--- src/rtl/serial_rx_pkg.sv ---
package serial_rx_pkg;

    localparam int CHAR_W = 8;
    localparam int IDX_W  = $clog2(CHAR_W);
    localparam int STAT_W = 3;

    // status bit positions
    localparam int STAT_PAR  = 2;
    localparam int STAT_FRM  = 1;
    localparam int STAT_OVR  = 0;

    typedef enum logic [1:0] {
        PAR_NONE = 2'b00,
        PAR_ZERO = 2'b01,
        PAR_ODD  = 2'b10,
        PAR_EVEN = 2'b11
    } par_mode_e;

    typedef enum logic [2:0] {
        RX_IDLE,
        RX_START,
        RX_DATA,
        RX_PARITY,
        RX_STOP
    } rx_state_e;

    typedef struct packed {
        logic      len8;
        par_mode_e par;
    } rx_cfg_t;

    typedef struct packed {
        logic              valid;
        logic [CHAR_W-1:0] data;
        logic              perr;
        logic              ferr;
    } rx_result_t;

    // acc: xor of the received data bits, pbit: received parity bit
    function automatic logic parity_mismatch(par_mode_e m, logic acc, logic pbit);
        logic bad;
        case (m)
            PAR_ZERO: bad = pbit;
            PAR_ODD:  bad = ~(acc ^ pbit);
            PAR_EVEN: bad = acc ^ pbit;
            default:  bad = 1'b0;
        endcase
        return bad;
    endfunction

    function automatic logic [IDX_W-1:0] last_bit_index(logic len8);
        return len8 ? IDX_W'(CHAR_W - 1) : IDX_W'(CHAR_W - 2);
    endfunction

endpackage

--- src/rtl/serial_rx_sync.sv ---
module serial_rx_sync #(
    parameter int STAGES = 2
) (
    input  logic clk,
    input  logic rst,
    input  logic din,
    output logic dout
);
    logic [STAGES-1:0] pipe_q;

    generate
        if (STAGES == 1) begin : g_single
            always_ff @(posedge clk) begin
                if (rst) pipe_q <= 1'b1;
                else     pipe_q <= din;
            end
        end else begin : g_chain
            always_ff @(posedge clk) begin
                if (rst) pipe_q <= '1;
                else     pipe_q <= {pipe_q[STAGES-2:0], din};
            end
        end
    endgenerate

    assign dout = pipe_q[STAGES-1];
endmodule

--- src/rtl/serial_rx_frame.sv ---
module serial_rx_frame
    import serial_rx_pkg::*;
#(
    parameter int OSR = 16
) (
    input  logic       clk,
    input  logic       rst,
    input  logic       tick,
    input  logic       line,
    input  logic       enable,
    input  rx_cfg_t    cfg_in,
    output rx_result_t result
);
    localparam int CNT_W    = $clog2(OSR);
    localparam int MID_CNT  = OSR / 2 - 1;
    localparam int LAST_CNT = OSR - 1;

    rx_state_e         state_q;
    logic [CNT_W-1:0]  cnt_q;
    logic [IDX_W-1:0]  idx_q;
    logic [CHAR_W-1:0] shift_q;
    logic              acc_q;
    logic              pbit_q;
    rx_cfg_t           cfg_q;

    logic at_mid, at_end;
    assign at_mid = (cnt_q == CNT_W'(MID_CNT));
    assign at_end = (cnt_q == CNT_W'(LAST_CNT));

    always_ff @(posedge clk) begin
        if (rst) begin
            state_q <= RX_IDLE;
            cnt_q   <= '0;
            idx_q   <= '0;
            shift_q <= '0;
            acc_q   <= 1'b0;
            pbit_q  <= 1'b0;
            cfg_q   <= '0;
            result  <= '0;
        end else begin
            result.valid <= 1'b0;
            if (!enable) begin
                state_q <= RX_IDLE;
                cnt_q   <= '0;
            end else if (tick) begin
                case (state_q)
                    RX_IDLE: begin
                        cnt_q <= '0;
                        if (!line) state_q <= RX_START;
                    end
                    RX_START: begin
                        if (at_mid) begin
                            cnt_q <= '0;
                            if (!line) begin
                                state_q <= RX_DATA;
                                cfg_q   <= cfg_in;
                                idx_q   <= '0;
                                shift_q <= '0;
                                acc_q   <= 1'b0;
                                pbit_q  <= 1'b0;
                            end else begin
                                state_q <= RX_IDLE;
                            end
                        end else begin
                            cnt_q <= cnt_q + 1'b1;
                        end
                    end
                    RX_DATA: begin
                        if (at_end) begin
                            cnt_q          <= '0;
                            shift_q[idx_q] <= line;
                            acc_q          <= acc_q ^ line;
                            if (idx_q == last_bit_index(cfg_q.len8)) begin
                                state_q <= (cfg_q.par == PAR_NONE) ? RX_STOP : RX_PARITY;
                            end else begin
                                idx_q <= idx_q + 1'b1;
                            end
                        end else begin
                            cnt_q <= cnt_q + 1'b1;
                        end
                    end
                    RX_PARITY: begin
                        if (at_end) begin
                            cnt_q   <= '0;
                            pbit_q  <= line;
                            state_q <= RX_STOP;
                        end else begin
                            cnt_q <= cnt_q + 1'b1;
                        end
                    end
                    RX_STOP: begin
                        if (at_end) begin
                            cnt_q        <= '0;
                            state_q      <= RX_IDLE;
                            result.valid <= 1'b1;
                            result.data  <= shift_q;
                            result.perr  <= parity_mismatch(cfg_q.par, acc_q, pbit_q);
                            result.ferr  <= ~line;
                        end else begin
                            cnt_q <= cnt_q + 1'b1;
                        end
                    end
                    default: state_q <= RX_IDLE;
                endcase
            end
        end
    end
endmodule

--- src/rtl/serial_rx_host.sv ---
module serial_rx_host
    import serial_rx_pkg::*;
(
    input  logic              clk,
    input  logic              rst,
    input  rx_result_t        result,
    input  logic              rd_buf,
    input  logic              rd_stat,
    input  logic              err_to_rx,
    output logic [CHAR_W-1:0] data_q,
    output logic [STAT_W-1:0] stat_q,
    output logic              full_q,
    output logic              irq_rx,
    output logic              irq_err
);
    logic [STAT_W-1:0] new_err;
    logic [STAT_W-1:0] stat_base;

    always_comb begin
        new_err           = '0;
        new_err[STAT_PAR] = result.perr;
        new_err[STAT_FRM] = result.ferr;
        new_err[STAT_OVR] = full_q & ~rd_buf;
        stat_base         = rd_stat ? '0 : stat_q;
    end

    always_ff @(posedge clk) begin
        if (rst) begin
            data_q  <= '0;
            stat_q  <= '0;
            full_q  <= 1'b0;
            irq_rx  <= 1'b0;
            irq_err <= 1'b0;
        end else begin
            irq_rx  <= 1'b0;
            irq_err <= 1'b0;
            if (result.valid) begin
                data_q <= result.data;
                full_q <= 1'b1;
                stat_q <= stat_base | new_err;
                if ((new_err == '0) || err_to_rx) irq_rx  <= 1'b1;
                else                              irq_err <= 1'b1;
            end else begin
                stat_q <= stat_base;
                if (rd_buf) full_q <= 1'b0;
            end
        end
    end
endmodule

--- src/rtl/serial_rx_core.sv ---
module serial_rx_core
    import serial_rx_pkg::*;
#(
    parameter int OSR         = 16,
    parameter int SYNC_STAGES = 2
) (
    input  logic                 clk,
    input  logic                 rst,
    input  logic                 tick_i,
    input  logic                 rxd_i,
    input  logic                 rx_en_i,
    input  logic [1:0]           par_mode_i,
    input  logic                 len8_i,
    input  logic                 err_to_rx_i,
    input  logic                 rd_buf_i,
    input  logic                 rd_stat_i,
    output logic [CHAR_W-1:0]    rx_data_o,
    output logic [STAT_W-1:0]    err_stat_o,
    output logic                 rx_full_o,
    output logic                 irq_rx_o,
    output logic                 irq_err_o
);
    logic       line_s;
    rx_cfg_t    cfg;
    rx_result_t res;

    assign cfg.len8 = len8_i;
    assign cfg.par  = par_mode_e'(par_mode_i);

    serial_rx_sync #(.STAGES(SYNC_STAGES)) u_sync (
        .clk  (clk),
        .rst  (rst),
        .din  (rxd_i),
        .dout (line_s)
    );

    serial_rx_frame #(.OSR(OSR)) u_frame (
        .clk    (clk),
        .rst    (rst),
        .tick   (tick_i),
        .line   (line_s),
        .enable (rx_en_i),
        .cfg_in (cfg),
        .result (res)
    );

    serial_rx_host u_host (
        .clk       (clk),
        .rst       (rst),
        .result    (res),
        .rd_buf    (rd_buf_i),
        .rd_stat   (rd_stat_i),
        .err_to_rx (err_to_rx_i),
        .data_q    (rx_data_o),
        .stat_q    (err_stat_o),
        .full_q    (rx_full_o),
        .irq_rx    (irq_rx_o),
        .irq_err   (irq_err_o)
    );
endmodule

--- config.mk ---
export PLATFORM = sky130hd
export DESIGN_NAME = serial_rx_core
export DESIGN_NICKNAME = d
export VERILOG_FILES = /design/src/rtl/serial_rx_pkg.sv /design/src/rtl/serial_rx_sync.sv /design/src/rtl/serial_rx_frame.sv /design/src/rtl/serial_rx_host.sv /design/src/rtl/serial_rx_core.sv
export SDC_FILE = /design/constraint.sdc
export NUM_CORES = 1
export LEC_CHECK = 0
export BUFFER_PORTS_ARGS = -buffer_cell sky130_fd_sc_hd__buf_2
export CORE_UTILIZATION = 50
export CTS_BUF_LIST = sky130_fd_sc_hd__clkbuf_8
export CTS_CLUSTER_DIAMETER = 60
export DETAILED_ROUTE_END_ITERATION = 16
export GPL_TIMING_DRIVEN = 0
export PLACE_DENSITY_LB_ADDON = 0.12
export REMOVE_ABC_BUFFERS = 1
export SYNTH_ARGS = -nofsm -noshare
export SYNTH_HDL_FRONTEND = slang
export SYNTH_SLANG_ARGS = --single-unit
--- constraint.sdc ---
create_clock -name clk -period 4.6 [get_ports clk]
set_clock_uncertainty 0.2 [all_clocks]
set_input_delay 0.23 -clock clk [delete_from_list [all_inputs] [get_ports clk]]
set_output_delay 0.23 -clock clk [all_outputs]
set_load 0.005 [all_outputs]
# --- After elaboration in Yosys (flattened, before gate mapping) ---
# Index checks and enable logic that the tools add are counted.
totals:
  romBits: 0
  reg_bits: 50
  ramBits: 0
  latch_bits: 0
  output_inout_bits: 14
  n_memories: 0
  in_bits: 11
classes:
  muxes: 39
  n_mul: 0
  add_sub_neg: 2
  magnitude_cmp: 2
  n_eq_ne: 18
  div: 0
  reduce_logical: 20
  n_bitwise: 11
  shift: 0
ops:
  columns: ["op", "n"]
  rows:
  - ["two-way mux 3 bit", 13]
  - ["two-way mux 8 bit", 3]
  - ["one-hot mux 8 bit (2 select lines)", 1]
  - ["one-hot mux 3 bit (5 select lines)", 1]
  - ["AND reduction 7 bit", 2]
  - ["one-hot mux 4 bit (3 select lines)", 1]
  - ["AND reduction 6 bit", 2]
  - ["two-way mux 11 bit", 1]
  - ["two-way mux 1 bit", 10]
  - ["!= test 2 x 1 -> 1 bit (second input constant)", 5]
  - ["bitwise mux 8 bit", 1]
  - ["two-way mux 4 bit", 2]
  - ["inverter 1 bit", 7]
  - ["== test 3 x 2 -> 1 bit (second input constant)", 2]
  - ["zero test 3 bit", 2]
  - ["!= test 2 bit (second input constant)", 3]
  - ["one-hot mux 3 bit (2 select lines)", 1]
  - ["nonzero test 2 bit", 3]
  - ["AND reduction 5 bit", 1]
  - ["adder 4 x 1 -> 4 bit (second input constant)", 1]
  - ["== test 2 bit (second input constant)", 2]
  - ["== test 4 x 3 -> 1 bit (second input constant)", 1]
  - ["== test 4 bit (second input constant)", 1]
  - ["< comparator 3 x 4 -> 1 bit (second input constant)", 1]
  - ["other kinds (22)", 25]

# --- Depth between registers and ports, before layout ---
logic_depth:
  depth_word: 7
  ltp_mapped: 6

# --- By module ---
# A second synthesis with hierarchy kept.
unflattened:
  cells_unflattened: 273
  area_unflattened_um2: 2411.1
by_module_without_submodules:
  columns: ["module", "area_per_inst_um2", "cells_per_inst", "n_inst"]
  rows:
  - ["serial_rx_frame", 1851.8, 222, 1]
  - ["serial_rx_host", 506.7, 47, 1]
  - ["serial_rx_sync", 52.6, 4, 1]

# --- Worst setup path before layout ---
# OpenSTA, ideal clock, no wires.
synth_timing:
  path_type: "reg2reg"
  from: "register u_frame.cnt_q[0]"
  to: "register u_frame.shift_q[4]"
  synth_period_minus_slack_ps: 1859
  path_stages_with_launch: 7
  t_arrival_ps: 1525
  t_required_ps: 4266
  setup_ps: 134
  path_buffers: 1
  setup_slack_ps: 2741
  cell_sequence: "dfxtp_1 -> ha_1 -> nand3b_1 -> a31o_2 -> buf_6 -> o311ai_0 -> o31ai_1"
synth_between:
  elab_chain_cells: 3
  word_cells_on_any_way: 5
synth_rtl:
  columns: ["element", "line", "text"]
  rows:
  - ["start, declared", "serial_rx_frame.sv:19", "logic [CNT_W-1:0] cnt_q;"]
  - ["start signal, assigned", "serial_rx_frame.sv:65", "cnt_q <= cnt_q + 1'b1;"]
  - ["start signal, assigned", "serial_rx_frame.sv:79", "cnt_q <= cnt_q + 1'b1;"]
  - ["start signal, assigned", "serial_rx_frame.sv:88", "cnt_q <= cnt_q + 1'b1;"]
  - ["== test 4 bit / == test 4 x 3 -> 1 bit (equally long branches)", "serial_rx_frame.sv:28, serial_rx_frame.sv:27", null]
  - ["!= test 2 x 1 -> 1 bit (no line)", null, null]
  - ["AND reduction 6 bit (no line) (*)", null, null]
  - ["end signal, assigned by index", "serial_rx_frame.sv:71", "shift_q[idx_q] <= line;"]
  - ["end, declared", "serial_rx_frame.sv:21", "logic [CHAR_W-1:0] shift_q;"]
# Every way passes the cells marked *; elsewhere a longest branch is shown, timed or not.
# A chain may end at the register's enable or synchronous reset.

# --- Worst setup path in the final report ---
layout_timing:
  from: "register u_frame.state_q[1]"
  to: "register u_frame.idx_q[0]"
layout_between:
  elab_chain_cells: 3
  word_cells_on_any_way: 9
layout_rtl:
  columns: ["element", "line", "text"]
  rows:
  - ["start, declared", "serial_rx_frame.sv:18", "rx_state_e state_q;"]
  - ["start signal, assigned", "serial_rx_frame.sv:74", "state_q <= (cfg_q.par == PAR_NONE) ? RX_STOP : RX_PARITY;"]
  - ["== test 3 x 2 -> 1 bit / == test 3 x 1 -> 1 bit (equally long branches)", "serial_rx_frame.sv:46", "case (state_q)"]
  - ["!= test 2 bit (no line) (tied with other cells)", null, null]
  - ["AND reduction 7 bit (no line)", null, null]
  - ["end signal, assigned", "serial_rx_frame.sv:76", "idx_q <= idx_q + 1'b1;"]
  - ["end, declared", "serial_rx_frame.sv:20", "logic [IDX_W-1:0] idx_q;"]
# Several ways; a longest one is shown, not always the timed one.

==> flow_summary.ini <==
[detailed_routing]
drc_errors = 0
dr.first_iter.drc_count = 123
dr_total_vias = 1934
detail_route.vias_per_cell = 5.81
wire_per_inst_um = 14.3
ant_nets = 0
first_pass_iters = 4
wl_mm = 4.76

[logic_synthesis]
postSynthCellCount = 264
syn_avg_cell_area_um2 = 8.87
synth-seq-cells = 50
syn_area_um2 = 2340
async_flop_share = 0
synth.distinct_cells = 55
post-synth-top-area-fraction = 0.427
synth_edf_count = 0
synthFlopType = dfxtp_1
synth.area.top_cells = dfxtp_1 43%, mux2i_1 6.0%, nand2_1 4.5%
ys_seq_area_frac = 0.427
synth_warnings = 0
yosys.area.top_type = dfxtp_1

[global_route]
antenna_found_initial = 0
track_usage = 0.201
grt_pass1_wl_mm = 7.94
gr-total-overflow = 0
grt_pass1_vias = 1709
grt_max_degree = 37

[clock_tree]
cts_buffers = 5
clockRootBuffer = clkbuf_8
cts_htree_levels = 2
cts_hold_buffers = 4
postCtsResizedCells = 0
postCtsSetupBuffers = 0
clock_sinks = 50
clk_latency_ps = 290
cts_tree = yes
cts_max_path_buffers = 2
clkSlewWorstSetupHoldPaths_ps = 90

[floorplan]
std_cell_rows = 24
ioPinCount = 25
die_width_um = 70.4
die_area_um2 = 4960
core-area_um2 = 4410
start_util = 0.531
die_y_um = 70.4

[setup_path]
crit_chain = or3b_1 -> a31o_1 -> a211oi_1 -> o2bb2ai_1
cp_max_fo = 13
end_kind = register
cp.required_ps = 4580
r2r_setup_slack_ps = 2380
path_class = reg -> reg
crit_family = compound AO/OA/AOI/OAI gates
cpPeakStageDelay_ps = 600
critPathArrivalTime_ps = 2200
critPathSlowestCell = dfxtp_1
startpoint_type = register
critical_path_buf_inv_count = 0

[final_layout]
post-route-util = 0.582
seqCellArea_um2 = 1000
multi_input_area_um2 = 1220
nFillCells = 420
nets = 293
syn_to_final_growth_pct = 9.78
final_layout_size_suffix_gt1_frac = 0.153
diodes = 0

[power]
pwr_density_cell_nw_per_um2 = 288
pwr-share-clk = 0.377
power_w = 0.000742
p_seq_frac = 0.587
p_switching_w = 0.000160
p_leak_nw = 0.912
pwr-share-comb = 0.036
p_int_w = 0.000581
switching_share = 0.216
peakVddDrop_v = 0.000185

[timing]
min_period_over_period = 0.482
hold_viol_final = 0
slew_viol_final = 0
tightest_slew_ps = 680
rsz0062_at_grt = false
setup_violations = 0
relSlewSlack = 0.546
fmax_mhz = 451
setup_ws_ps = 2380
period_needed_ps = 2220
tns_ps = 0

[placed_design]
hpwlAfterDp_mm = 3.17
place.gp.congestion = 0.807
pre_cts_ws_ps = 2420
io_buffers = 24

[worst_hold_path]
hold_class = in -> reg

[status]
status = finished clean

[job]
max_cap_viol_count = 0
-- cells by family after synthesis --
logic type,synth area share
simple gates,0.248
compound gates,0.183
flops,0.427
buf+inv,0.0513
mux,0.0598
xor+xnor,0.0150
fa+ha+maj,0.0150
-- metal layers --
metal / wire [µm] / up-vias / track usage
li1: - / 983 / -
met1: 2380 / 910 / 0.268
met2: 2170 / 36 / 0.326
met3: 149 / 5 / 0.0303
met4: 63 / 0 / 0.0733
met5: 0 / - / 0
-- registers in the layout (all words and copies together), names as in the netlist --
register,count
u_frame.acc_q,1
u_host.irq_rx,1
u_frame.shift_q,8
u_frame.cfg_q,3
u_frame.idx_q,3
u_host.irq_err,1
u_frame.pbit_q,1
u_sync.pipe_q,2
u_frame.state_q,3
u_frame.result,11
u_frame.cnt_q,4
u_host.full_q,1
u_host.data_q,8
u_host.stat_q,3
-- cell type report --
type / instances / share of cell area
Inverter: 5 / 0.00730
Clock buffer: 7 / 0.0375
Multi-Input combinational cell: 190 / 0.475
Timing Repair Buffer: 28 / 0.0623
Clock inverter: 1 / 0.00341
Sequential cell: 50 / 0.389
Tap cell: 52 / 0.0253
-- worst paths after layout --
| check | from | cells after the start | end |
|---|---|---|---|
| worst max-delay path | u_frame.state_q[1] | 4 | u_frame.idx_q[0] |
| worst min register to register | u_sync.pipe_q[0] | 1 | u_sync.pipe_q[1] |
| worst max register to register | u_frame.state_q[1] | 4 | u_frame.idx_q[0] |
| worst min-delay path | rd_buf_i | 4 | u_host.full_q |
-- per-stage QoR --
step | hold WS [ps] | instances | area [µm²]
after floorplan | 99.1 | 245 | 2240
after global placement | 193 | 321 | 2430
after detailed placement | 198 | 321 | 2430
after CTS | 18.0 | 333 | 2570
after global routing | 47.7 | 333 | 2570
final | 33.8 | 333 | 2570
-- cells in the mapped netlist, drive strengths merged, types with 2 or more instances --
library cell,number
a211oi,4
a21oi,16
a22oi,3
a31o,2
a31oi,5
and2,3
and3,3
buf,9
clkbuf,10
dfxtp,50
ha,2
inv,5
mux2i,14
nand2,28
nand2b,4
nand3,8
nand3b,2
nand4,4
nor2,26
nor2b,3
nor3,8
nor3b,4
o211ai,3
o21a,2
o21ai,7
o2bb2ai,3
o311ai,6
o31ai,4
or2,4
or3,3
or4b,2
xnor2,2
xor2,2
-- cells in the final DEF, fill, tap and decap left out, drive strengths merged, types with 3 or more instances in the layout --
cell type,instances
a31oi,5
nand2b,4
buf,24
inv,5
a22oi,3
nor3,8
nor2,26
nand2,28
a211oi,4
clkbuf,7
o2bb2ai,3
nand4,4
nor3b,4
nand3,8
o211ai,3
dfxtp,50
and3,3
o311ai,6
nor2b,3
a21oi,16
mux2i,14
o31ai,4
and2,3
o21ai,7
or2,4
or3,3
dlygate4sd3,4
-- power by group through the flow --
stage | logic [W] | clock network [W] | registers, W
3_3_place_gp | 0.0000240 | 0 | 0.000445
4_1_cts | 0.0000267 | 0.000289 | 0.000435
2_1_floorplan | 0.0000111 | 0 | 0.000445
5_1_grt | 0.0000292 | 0.000304 | 0.000436
3_5_place_dp | 0.0000241 | 0 | 0.000445
6_report | 0.0000268 | 0.000280 | 0.000435
-- tightest hold or removal path: stages --
cell	delay, ps
buf_2	70
nor2b_1	50
nor2_1	90
nor2_1	40
Power figures use the tool's default switching activity.
